`config.mk`:
```
export PLATFORM = sky130hd
export DESIGN_NAME = spi_port
export DESIGN_NICKNAME = d
export VERILOG_FILES = /design/src/rtl/spi_port_pkg.sv /design/src/rtl/spi_port_clkgen.sv /design/src/rtl/spi_port_engine.sv /design/src/rtl/spi_port.sv
export SDC_FILE = /design/constraint.sdc
export NUM_CORES = 1
export LEC_CHECK = 0
export ABC_AREA = 1
export ABC_CLOCK_PERIOD_IN_PS = 1800
export BUFFER_PORTS_ARGS = -buffer_cell sky130_fd_sc_hd__buf_2
export CELL_PAD_IN_SITES_DETAIL_PLACEMENT = 1
export CELL_PAD_IN_SITES_GLOBAL_PLACEMENT = 1
export CORE_MARGIN = 5
export CORE_UTILIZATION = 38
export DETAILED_ROUTE_END_ITERATION = 7
export GPL_TIMING_DRIVEN = 0
export PLACE_DENSITY_LB_ADDON = 0.08
export SETUP_SLACK_MARGIN = 0.2
export SLEW_MARGIN = 20
export SYNTH_ARGS = -nofsm -noshare
export SYNTH_HDL_FRONTEND = slang
export SYNTH_SLANG_ARGS = --single-unit
export TNS_END_PERCENT = 20
```
`constraint.sdc`:
```
create_clock -name clk -period 1.8 [get_ports clk]
set_input_delay 0.18 -clock clk [delete_from_list [all_inputs] [get_ports clk]]
set_output_delay 0.18 -clock clk [all_outputs]
set_load 0.05 [all_outputs]
```
`src/rtl/spi_port_pkg.sv`:
```
package spi_port_pkg;
    localparam int BYTE_W   = 8;
    localparam int DIV_MAX  = 128;
    localparam int HALF_W   = $clog2(DIV_MAX / 2);

    typedef enum logic {ST_IDLE, ST_XFER} eng_state_t;

    localparam logic [1:0] A_CTRL = 2'd0;
    localparam logic [1:0] A_STAT = 2'd1;
    localparam logic [1:0] A_DATA = 2'd2;

    // half period of the serial clock, minus one, in system clocks
    function automatic logic [HALF_W-1:0] half_minus1(input logic [2:0] code);
        logic [HALF_W-1:0] r;
        case (code)
            3'b100:  r = HALF_W'(1);
            3'b000:  r = HALF_W'(3);
            3'b001:  r = HALF_W'(7);
            3'b110:  r = HALF_W'(15);
            3'b010:  r = HALF_W'(31);
            default: r = HALF_W'(63);
        endcase
        return r;
    endfunction
endpackage

```
`src/rtl/spi_port_clkgen.sv`:
```
module spi_port_clkgen #(
    parameter int CNT_W = 6
) (
    input  logic             clk,
    input  logic             rst_n,
    input  logic             run,
    input  logic [CNT_W-1:0] limit,
    output logic             tick
);
    logic [CNT_W-1:0] cnt;

    assign tick = run && (cnt == limit);

    always_ff @(posedge clk or negedge rst_n) begin
        if (!rst_n)
            cnt <= '0;
        else if (!run || tick)
            cnt <= '0;
        else
            cnt <= cnt + 1'b1;
    end
endmodule

```
`src/rtl/spi_port_engine.sv`:
```
module spi_port_engine
    import spi_port_pkg::*;
#(
    parameter int DW = 8
) (
    input  logic          clk,
    input  logic          rst_n,
    input  logic          abort,
    input  logic          master,
    input  logic          cpol,
    input  logic          cpha,
    input  logic          load,
    input  logic [DW-1:0] load_data,
    input  logic          start,
    input  logic          tick,
    input  logic          sel,
    input  logic          sck_i,
    input  logic          sdi,
    output logic          busy,
    output logic          done,
    output logic [DW-1:0] rx_byte,
    output logic          sdo,
    output logic          sck_o
);
    localparam int EDGES = 2 * DW;
    localparam int EC_W  = $clog2(EDGES);

    eng_state_t      state, nxt;
    logic [EC_W-1:0] cnt;
    logic [DW-1:0]   shreg;
    logic            out_bit, sck_r, sck_q, done_r;
    logic            slave_edge, edge_ev, is_cap, last, desel;

    assign slave_edge = !master && sel && (sck_i != sck_q);
    assign edge_ev    = master ? (state == ST_XFER && tick) : slave_edge;
    assign is_cap     = (cnt[0] == cpha);
    assign last       = (cnt == EC_W'(EDGES - 1));
    assign desel      = (state == ST_XFER) && !master && !sel;

    // state register
    always_ff @(posedge clk or negedge rst_n) begin
        if (!rst_n) state <= ST_IDLE;
        else        state <= nxt;
    end

    // transitions
    always_comb begin
        nxt = state;
        unique case (state)
            ST_IDLE: if (!abort && ((master && start) || slave_edge)) nxt = ST_XFER;
            ST_XFER: if (abort || desel || (edge_ev && last))         nxt = ST_IDLE;
        endcase
    end

    // shift datapath
    always_ff @(posedge clk or negedge rst_n) begin
        if (!rst_n) begin
            cnt     <= '0;
            shreg   <= '0;
            out_bit <= 1'b0;
            sck_r   <= 1'b0;
            sck_q   <= 1'b0;
            done_r  <= 1'b0;
        end else begin
            sck_q  <= sck_i;
            done_r <= 1'b0;
            if (state == ST_IDLE && load) begin
                shreg   <= load_data;
                out_bit <= load_data[DW-1];
                sck_r   <= cpol;
                cnt     <= '0;
            end else if (abort || desel) begin
                cnt     <= '0;
                sck_r   <= cpol;
                out_bit <= shreg[DW-1];
            end else if (edge_ev) begin
                if (master) sck_r <= ~sck_r;
                if (is_cap) shreg   <= {shreg[DW-2:0], sdi};
                else        out_bit <= shreg[DW-1];
                cnt <= last ? '0 : cnt + 1'b1;
                if (last) done_r <= 1'b1;
            end else if (state == ST_IDLE) begin
                sck_r <= cpol;
            end
        end
    end

    // outputs
    always_comb begin
        busy    = (state == ST_XFER);
        done    = done_r;
        rx_byte = shreg;
        sdo     = out_bit;
        sck_o   = sck_r;
    end
endmodule

```
`src/rtl/spi_port.sv`:
```
module spi_port
    import spi_port_pkg::*;
(
    input  logic       clk,
    input  logic       rst_n,
    input  logic [1:0] addr,
    input  logic       wr_en,
    input  logic       rd_en,
    input  logic [7:0] wdata,
    output logic [7:0] rdata,
    output logic       irq,
    input  logic       sck_i,
    output logic       sck_o,
    output logic       sck_oe,
    input  logic       mosi_i,
    output logic       mosi_o,
    output logic       mosi_oe,
    input  logic       miso_i,
    output logic       miso_o,
    output logic       miso_oe,
    input  logic       ss_n_i
);
    logic spie, spe, spr2, mstr, cpol, cpha;
    logic [1:0] spr;
    logic sod, ssm, ssi;
    logic spif, wcol, ovr, modf, clr_armed;
    logic [BYTE_W-1:0] rxbuf, rx_byte;
    logic [HALF_W-1:0] half;
    logic eng_busy, eng_done, tick, sdo;
    logic wr_ctrl, wr_stat, wr_data, rd_stat, dr_access, flag_clr;
    logic ss_int, modf_ev, sel, load, start, abort;

    assign wr_ctrl   = wr_en && addr == A_CTRL;
    assign wr_stat   = wr_en && addr == A_STAT;
    assign wr_data   = wr_en && addr == A_DATA;
    assign rd_stat   = rd_en && addr == A_STAT;
    assign dr_access = (wr_en || rd_en) && addr == A_DATA;
    assign flag_clr  = clr_armed && dr_access;

    assign ss_int  = ssm ? ssi : ss_n_i;
    assign modf_ev = spe && mstr && !ss_int;
    assign sel     = spe && !mstr && !ss_int;
    assign load    = wr_data && !eng_busy;
    assign start   = load && spe && mstr && !modf_ev;
    assign abort   = !spe || modf_ev;
    assign half    = half_minus1({spr2, spr});

    spi_port_clkgen #(.CNT_W(HALF_W)) u_clkgen (
        .clk(clk), .rst_n(rst_n), .run(eng_busy && mstr), .limit(half), .tick(tick)
    );

    spi_port_engine #(.DW(BYTE_W)) u_engine (
        .clk(clk), .rst_n(rst_n), .abort(abort), .master(mstr), .cpol(cpol), .cpha(cpha),
        .load(load), .load_data(wdata), .start(start), .tick(tick), .sel(sel),
        .sck_i(sck_i), .sdi(mstr ? miso_i : mosi_i), .busy(eng_busy), .done(eng_done),
        .rx_byte(rx_byte), .sdo(sdo), .sck_o(sck_o)
    );

    always_ff @(posedge clk or negedge rst_n) begin
        if (!rst_n) begin
            {spie, spe, spr2, mstr, cpol, cpha, spr} <= '0;
            {sod, ssm, ssi}                          <= '0;
            {spif, wcol, ovr, modf}                  <= '0;
            clr_armed <= 1'b0;
            rxbuf     <= '0;
        end else begin
            if (wr_ctrl) {spie, spe, spr2, mstr, cpol, cpha, spr} <= wdata;
            if (modf_ev) begin
                mstr <= 1'b0;
                modf <= 1'b1;
            end
            if (wr_stat) {sod, ssm, ssi} <= wdata[2:0];
            if (rd_stat)        clr_armed <= 1'b1;
            else if (dr_access) clr_armed <= 1'b0;
            if (flag_clr) begin
                spif <= 1'b0;
                wcol <= 1'b0;
                ovr  <= 1'b0;
                if (!modf_ev) modf <= 1'b0;
            end
            if (eng_done) begin
                if (spif && !flag_clr) ovr <= 1'b1;
                else begin
                    spif  <= 1'b1;
                    rxbuf <= rx_byte;
                end
            end
            if (wr_data && eng_busy) wcol <= 1'b1;
        end
    end

    always_comb begin
        case (addr)
            A_CTRL:  rdata = {spie, spe, spr2, mstr, cpol, cpha, spr};
            A_STAT:  rdata = {spif, wcol, ovr, modf, 1'b0, sod, ssm, ssi};
            A_DATA:  rdata = rxbuf;
            default: rdata = '0;
        endcase
        irq     = spie && (spif || modf);
        sck_oe  = spe && mstr;
        mosi_o  = sdo;
        mosi_oe = spe && mstr && !sod;
        miso_o  = sdo;
        miso_oe = sel && !sod;
    end
endmodule

```
Word-level counts from Yosys, hierarchy flattened

Cells that the tools add are included.

Register bits after elaboration: 47
Bits in latches: 0
Memory bits (writable): 0
Memory bits (read-only): 0
Bits of input ports: 18
Output and inout bits: 15
Logic and storage cells: 147
Memories kept: 0

Add/sub/neg operators: 2
Multiply operators: 0
Div/mod/pow operators: 0
Magnitude comparators: 0
Equality and inequality tests: 14
Shift-type cells: 0
Multiplexer cells: 45
Bitwise operators: 3
Reductions and logical operators: 59

Operators by type and width:

| kind                                                             | count |
|---|---|
| 1-bit 2-to-1 mux                                                 | 33 |
| 8-bit 2-to-1 mux                                                 | 4 |
| 1-bit logical AND                                                | 30 |
| 6-bit one-hot mux with 5 select lines                            | 1 |
| 8-bit one-hot mux with 3 select lines                            | 1 |
| 4-bit 2-to-1 mux                                                 | 4 |
| 1-bit logical NOT                                                | 10 |
| 2-bit nonzero test                                               | 5 |
| 4-bit inequality test (second input constant)                    | 2 |
| 1-bit logical OR                                                 | 7 |
| 6-bit by 1-bit adder with 6-bit output (second input constant)   | 1 |
| 3-bit == test (second input constant)                            | 2 |
| 6-bit == test                                                    | 1 |
| 6-bit 2-to-1 mux                                                 | 1 |
| 2-bit AND reduction                                              | 3 |
| 4-bit by 1-bit adder with 4-bit output (second input constant)   | 1 |
| 4-bit == test (second input constant)                            | 1 |
| 3-bit by 1-bit == test with 1-bit output (second input constant) | 1 |
| 3-bit by 2-bit == test with 1-bit output (second input constant) | 1 |
| 3-bit logical NOT                                                | 1 |
| 3-bit inequality test (second input constant)                    | 1 |
| 1-bit inverter                                                   | 3 |
| 3-bit AND reduction                                              | 1 |
| 3-bit nonzero test                                               | 1 |
| 7 further kinds                                                  | 7 |

Depth between registers and ports, before layout

Word-level depth: 11
Depth in mapped cells: 13
Mapped depth without buffers: 13

Cells and area by module

From an unflattened synthesis, not the netlist that was laid out.

Cell total of the unflattened synthesis: 329
Area total of the unflattened synthesis: 2608.8 µm²

Modules (own cells, without submodules):

| module          | times used | cells each | area each (µm²) | seq. area each (µm²) |
|---|---|---|---|---|
| spi_port        | 1          | 159        | 1217.4          | 600.6 |
| spi_port_engine | 1          | 110        | 997.2           | 425.4 |
| spi_port_clkgen | 1          | 60         | 394.1           | 150.1 |

Worst setup path after synthesis

No wires, ideal clock.

Path type: register to output
From: register ssm
To: output port miso_oe
Arrival time: 1.660 ns
Required time: 1.620 ns
Path slack: -0.040 ns
Cell stages (with the launch flop): 7
Path buffers: 0
Path through: dfrtp_1 > inv_1 > nand2_1 > nand2_1 > inv_1 > nand2_1 > nor3_1

Cells in the longest elaborated chain, start to end: 4

Ends and longest elaborated chain:

| what                   | line            | RTL |
|---|---|---|
| start, declared        | spi_port.sv:25  | `logic sod, ssm, ssi;` |
| start signal, assigned | spi_port.sv:72  | `if (wr_stat) {sod, ssm, ssi} <= wdata[2:0];` |
| 1-bit 2-to-1 mux       | spi_port.sv:40  | `assign ss_int = ssm ? ssi : ss_n_i;` |
| 1-bit logical NOT      | spi_port.sv:42  | `assign sel = spe && !mstr && !ss_int;` |
| 1-bit logical AND      | spi_port.sv:42  |  |
| 1-bit logical AND      | spi_port.sv:104 | `miso_oe = sel && !sod;` |
| end, declared          | spi_port.sv:20  | `output logic miso_oe,` |

No other way between the ends.

Final worst setup path

From: register spr[0]
To: register u_engine.shreg[5], in the netlist u_engine.rx_byte[5]

Cells in the longest elaborated chain, start to end: 8
Elaborated cells between the ends (all ways): 12
Classes of those cells: 5 x eq/ne; 2 x mux; 5 x reduce/logical

Ends and longest elaborated chain:

| what                                                                   | line                  | RTL |
|---|---|---|
| start, declared                                                        | spi_port.sv:24        | `logic [1:0] spr;` |
| start signal, assigned                                                 | spi_port.sv:67        | `if (wr_ctrl) {spie, spe, spr2, mstr, cpol, cpha, spr} <= wdata;` |
| 3-bit by 2-bit == test with 1-bit output, or another cell as far along | spi_port_pkg.sv:15    | `case (code)` |
| 6-bit one-hot mux with 5 select lines *                                | spi_port_pkg.sv:15    |  |
| 6-bit == test *                                                        | spi_port_clkgen.sv:12 | `assign tick = run && (cnt == limit);` |
| 1-bit logical AND *                                                    | spi_port_clkgen.sv:12 |  |
| 1-bit logical AND *                                                    | spi_port_engine.sv:35 | `assign edge_ev = master ? (state == ST_XFER && tick) : slave_edge;` |
| 1-bit 2-to-1 mux *                                                     | spi_port_engine.sv:35 |  |
| 2-bit nonzero test (no line) *                                         | -                     |  |
| 3-bit AND reduction (no line) *                                        | -                     |  |
| end signal, assigned                                                   | spi_port_engine.sv:68 | `shreg <= load_data;` |
| end signal, assigned                                                   | spi_port_engine.sv:78 | `if (is_cap) shreg <= {shreg[DW-2:0], sdi};` |
| end, declared                                                          | spi_port_engine.sv:30 | `logic [DW-1:0] shreg;` |

Mark *: on every way between the ends. The rest lies on a longest branch, timed or not.
A chain may end at the register's enable or synchronous reset.

==> metrics.yaml <==
start_util: 0.393
busiest_layer: "met2"
met3_usage: 0.0289
synth-edff-count: 0
antenna_found_initial: 0
drv_slew: 0
grt_remaining_overflow: 0
path_class: "reg2reg"
drtAntennaViolNets: 0
clk_pin_slew_ns: 0.10
ys_ff_latch: 47
die_area_sq_um: 8280
p_leak_nw: 1.46
use_met2: 0.283
status: "complete, no violations"
yosys_warnings: 0
worst_pin_slew_ns: 0.625
use_met1: 0.238
grt_pass1_wl_um: 11600
worst_ep_arrival_time_ns: 1.98
ys.flop_type: "dfrtp_1"
core_area_sq_um: 6350
postSynth.asyncResetShare: 1.00
first_global_vias: 2320
layout_commonest_cell: "nand2_1"
hold_path_class: "in2reg"
num_vias: 2178
fin_hold_ws_ns: 0.115
num_antenna_cells: 0
die_w_um: 91.0
area_growth_pct: 22.6
drv_cap: 0
synth.distinct_cells: 35
cts_buffers: 5
htreeDepth: 2
syn_inst: 308
insertion_delay_ns: 0.31
fin_worst_skew_ns: 0.0133
final_hold_viol_count: 0
slew_headroom: 0.583
power_density_nw_per_um2: 1030
worstPathRequired_ns: 2.05
portBuffers: 32
synth.avg_cell_area_sq_um: 8.09
fp-row-count: 29
post-dp-hpwl_um: 5210
final_util: 0.481
drtIter0Drc: 52
routed_via_density: 4.98
startpoint_type: "flip-flop"
syn_area_sq_um: 2490
min_period_ns: 1.73
drt_pass1_iterations: 4
clockRootBuffer: "clkbuf_8"
crit_path_end_kind: "flip-flop"
setup_viol: 0
syn-num-nets: 328
finalPower_w: 0.00316
drc: 0
cts_tree: "yes"
wl_per_cell_um: 15.8
layout_common_cells: "86 x nand2_1, 43 x dfrtp_1, 37 x inv_1"
io_pins: 33
cts_buffer_depth: 2
drive_gt1_frac: 0.269
layout.nets: 379
fp.dieH_um: 91.0
max_freq_ghz: 0.578
synth.yosys.seq_area_share: 0.472
period_share: 0.962
crit_fanout: 7
grt_max_degree: 48
clkSinkCount: 47
rsz0062_at_grt: "true"
finalWeightedCongestion: 0.778
groute.usage.overall: 0.172
vdd_drop_max_v: 0.000621
drt_wl_total_um: 6890
synth_stat cells, drive strengths merged, types with 3 or more instances:
library cell   n  area, sq um
xor2           4         35.0
dfrtp         47         1180
o21ai         33          180
a21oi          3         15.0
nor2          23          109
inv           45          169
nand3         25          148
nand3b         3         22.5
o31ai          3         22.5
o221ai         4         35.0
buf            4         43.8
nand2         99          404
power by group:
part / leakage [nW] / internal, W / switching (W) / total [W]
logic: 0.802 / 0.000367 / 0.000763 / 0.00113
registers: 0.614 / 0.00124 / 0.000120 / 0.00136
clock network: 0.0418 / 0.000280 / 0.000387 / 0.000667
registers in the layout, summed over array words and instances, names as in the netlist, 2 cells and up:
signal / cells
spr: 2
rxbuf: 8
u_engine.rx_byte: 8
u_clkgen.cnt: 6
u_engine.cnt: 4
metrics by stage:
| stage | std cells | instance area, sq um | setup TNS [ns] | setup slack, ns |
|---|---|---|---|---|
| after global placement | 417 | 2770 | -0.00241 | -0.00241 |
| after CTS | 432 | 2920 | 0 | 0.0193 |
| after floorplan | 308 | 2510 | 0 | 0.141 |
| after global routing | 437 | 3060 | -0.369 | -0.0641 |
| final | 437 | 3060 | 0 | 0.0693 |
| after detailed placement | 417 | 2770 | -0.212 | -0.0437 |
logic make-up (layout without fill, tap and decap cells):
logic type               Yosys count  after routing  share of synthesized area
XOR/XNOR                           5              5                     0.0176
AND/OR/NAND/NOR                  155            155                      0.291
multiplexers                       1              1                    0.00452
adder cells (fa/ha/maj)            2              2                     0.0100
AO/OA/AOI/OAI                     48             48                      0.118
flip-flops                        47             47                      0.472
buffers and inverters             50            102                     0.0868
what timing repair did:
| action | in CTS | in global routing |
|---|---|---|
| hold buffers | 1 | 1 |
| gates cloned | 0 | 1 |
| hold endpoints to repair | 1 | 47 |
| setup endpoints to repair | 18 | 27 |
| buffers inserted | 6 | 3 |
| resized for setup | 3 | 24 |
| pin swaps | 1 | 3 |
cell type report:
cell class	instances	area [sq um]
clock buffers	6	72.6
plain buffers	5	47.5
fillers	807	3290
repair buffers	44	287
well taps	77	96.3
clock inverters	2	16.3
flip-flops and latches	47	1180
inverters	45	173
multi-input cells	211	1180
critical path: stages, from the launching register on:
cell and delay [ns]:
dfrtp_2 0.45, nor2_4 0.16, inv_2 0.06, nand2_2 0.07
nand3_4 0.08, nor2_4 0.15, nand3_4 0.11, nand2_4 0.12
nand3_4 0.11, nand2_8 0.11, clkbuf_16 0.15, nand2_2 0.05
o21ai_2 0.05
routing by layer:
layer	routed length, um	vias to the layer above
met5	0	-
met4	58	0
met3	195	5
met2	3320	25
met1	3310	1054
li1	-	1094
worst paths after layout:
| path | startpoint | depth (start not counted) | slack, ns | end |
|---|---|---|---|---|
| worst min-delay path | wdata[5] | 3 | 0.11 | spr2$_DFFE_PN0P_ |
| max in group asynchronous | rst_n | 2 | 0.91 | mstr$_DFFE_PN0P_ |
| worst max-delay path | spr[0]$_DFFE_PN0P_ | 12 | 0.07 | u_engine.rx_byte[5]$_DFFE_PN0P_ |
| worst max register to register | spr[0]$_DFFE_PN0P_ | 12 | 0.07 | u_engine.rx_byte[5]$_DFFE_PN0P_ |
| min in group asynchronous | rst_n | 2 | 0.44 | u_clkgen.cnt[0]$_DFF_PN0_ |
| worst min register to register | rxbuf[1]$_DFFE_PN0P_ | 2 | 0.50 | rxbuf[1]$_DFFE_PN0P_ |
Power figures use the tool's default switching activity.
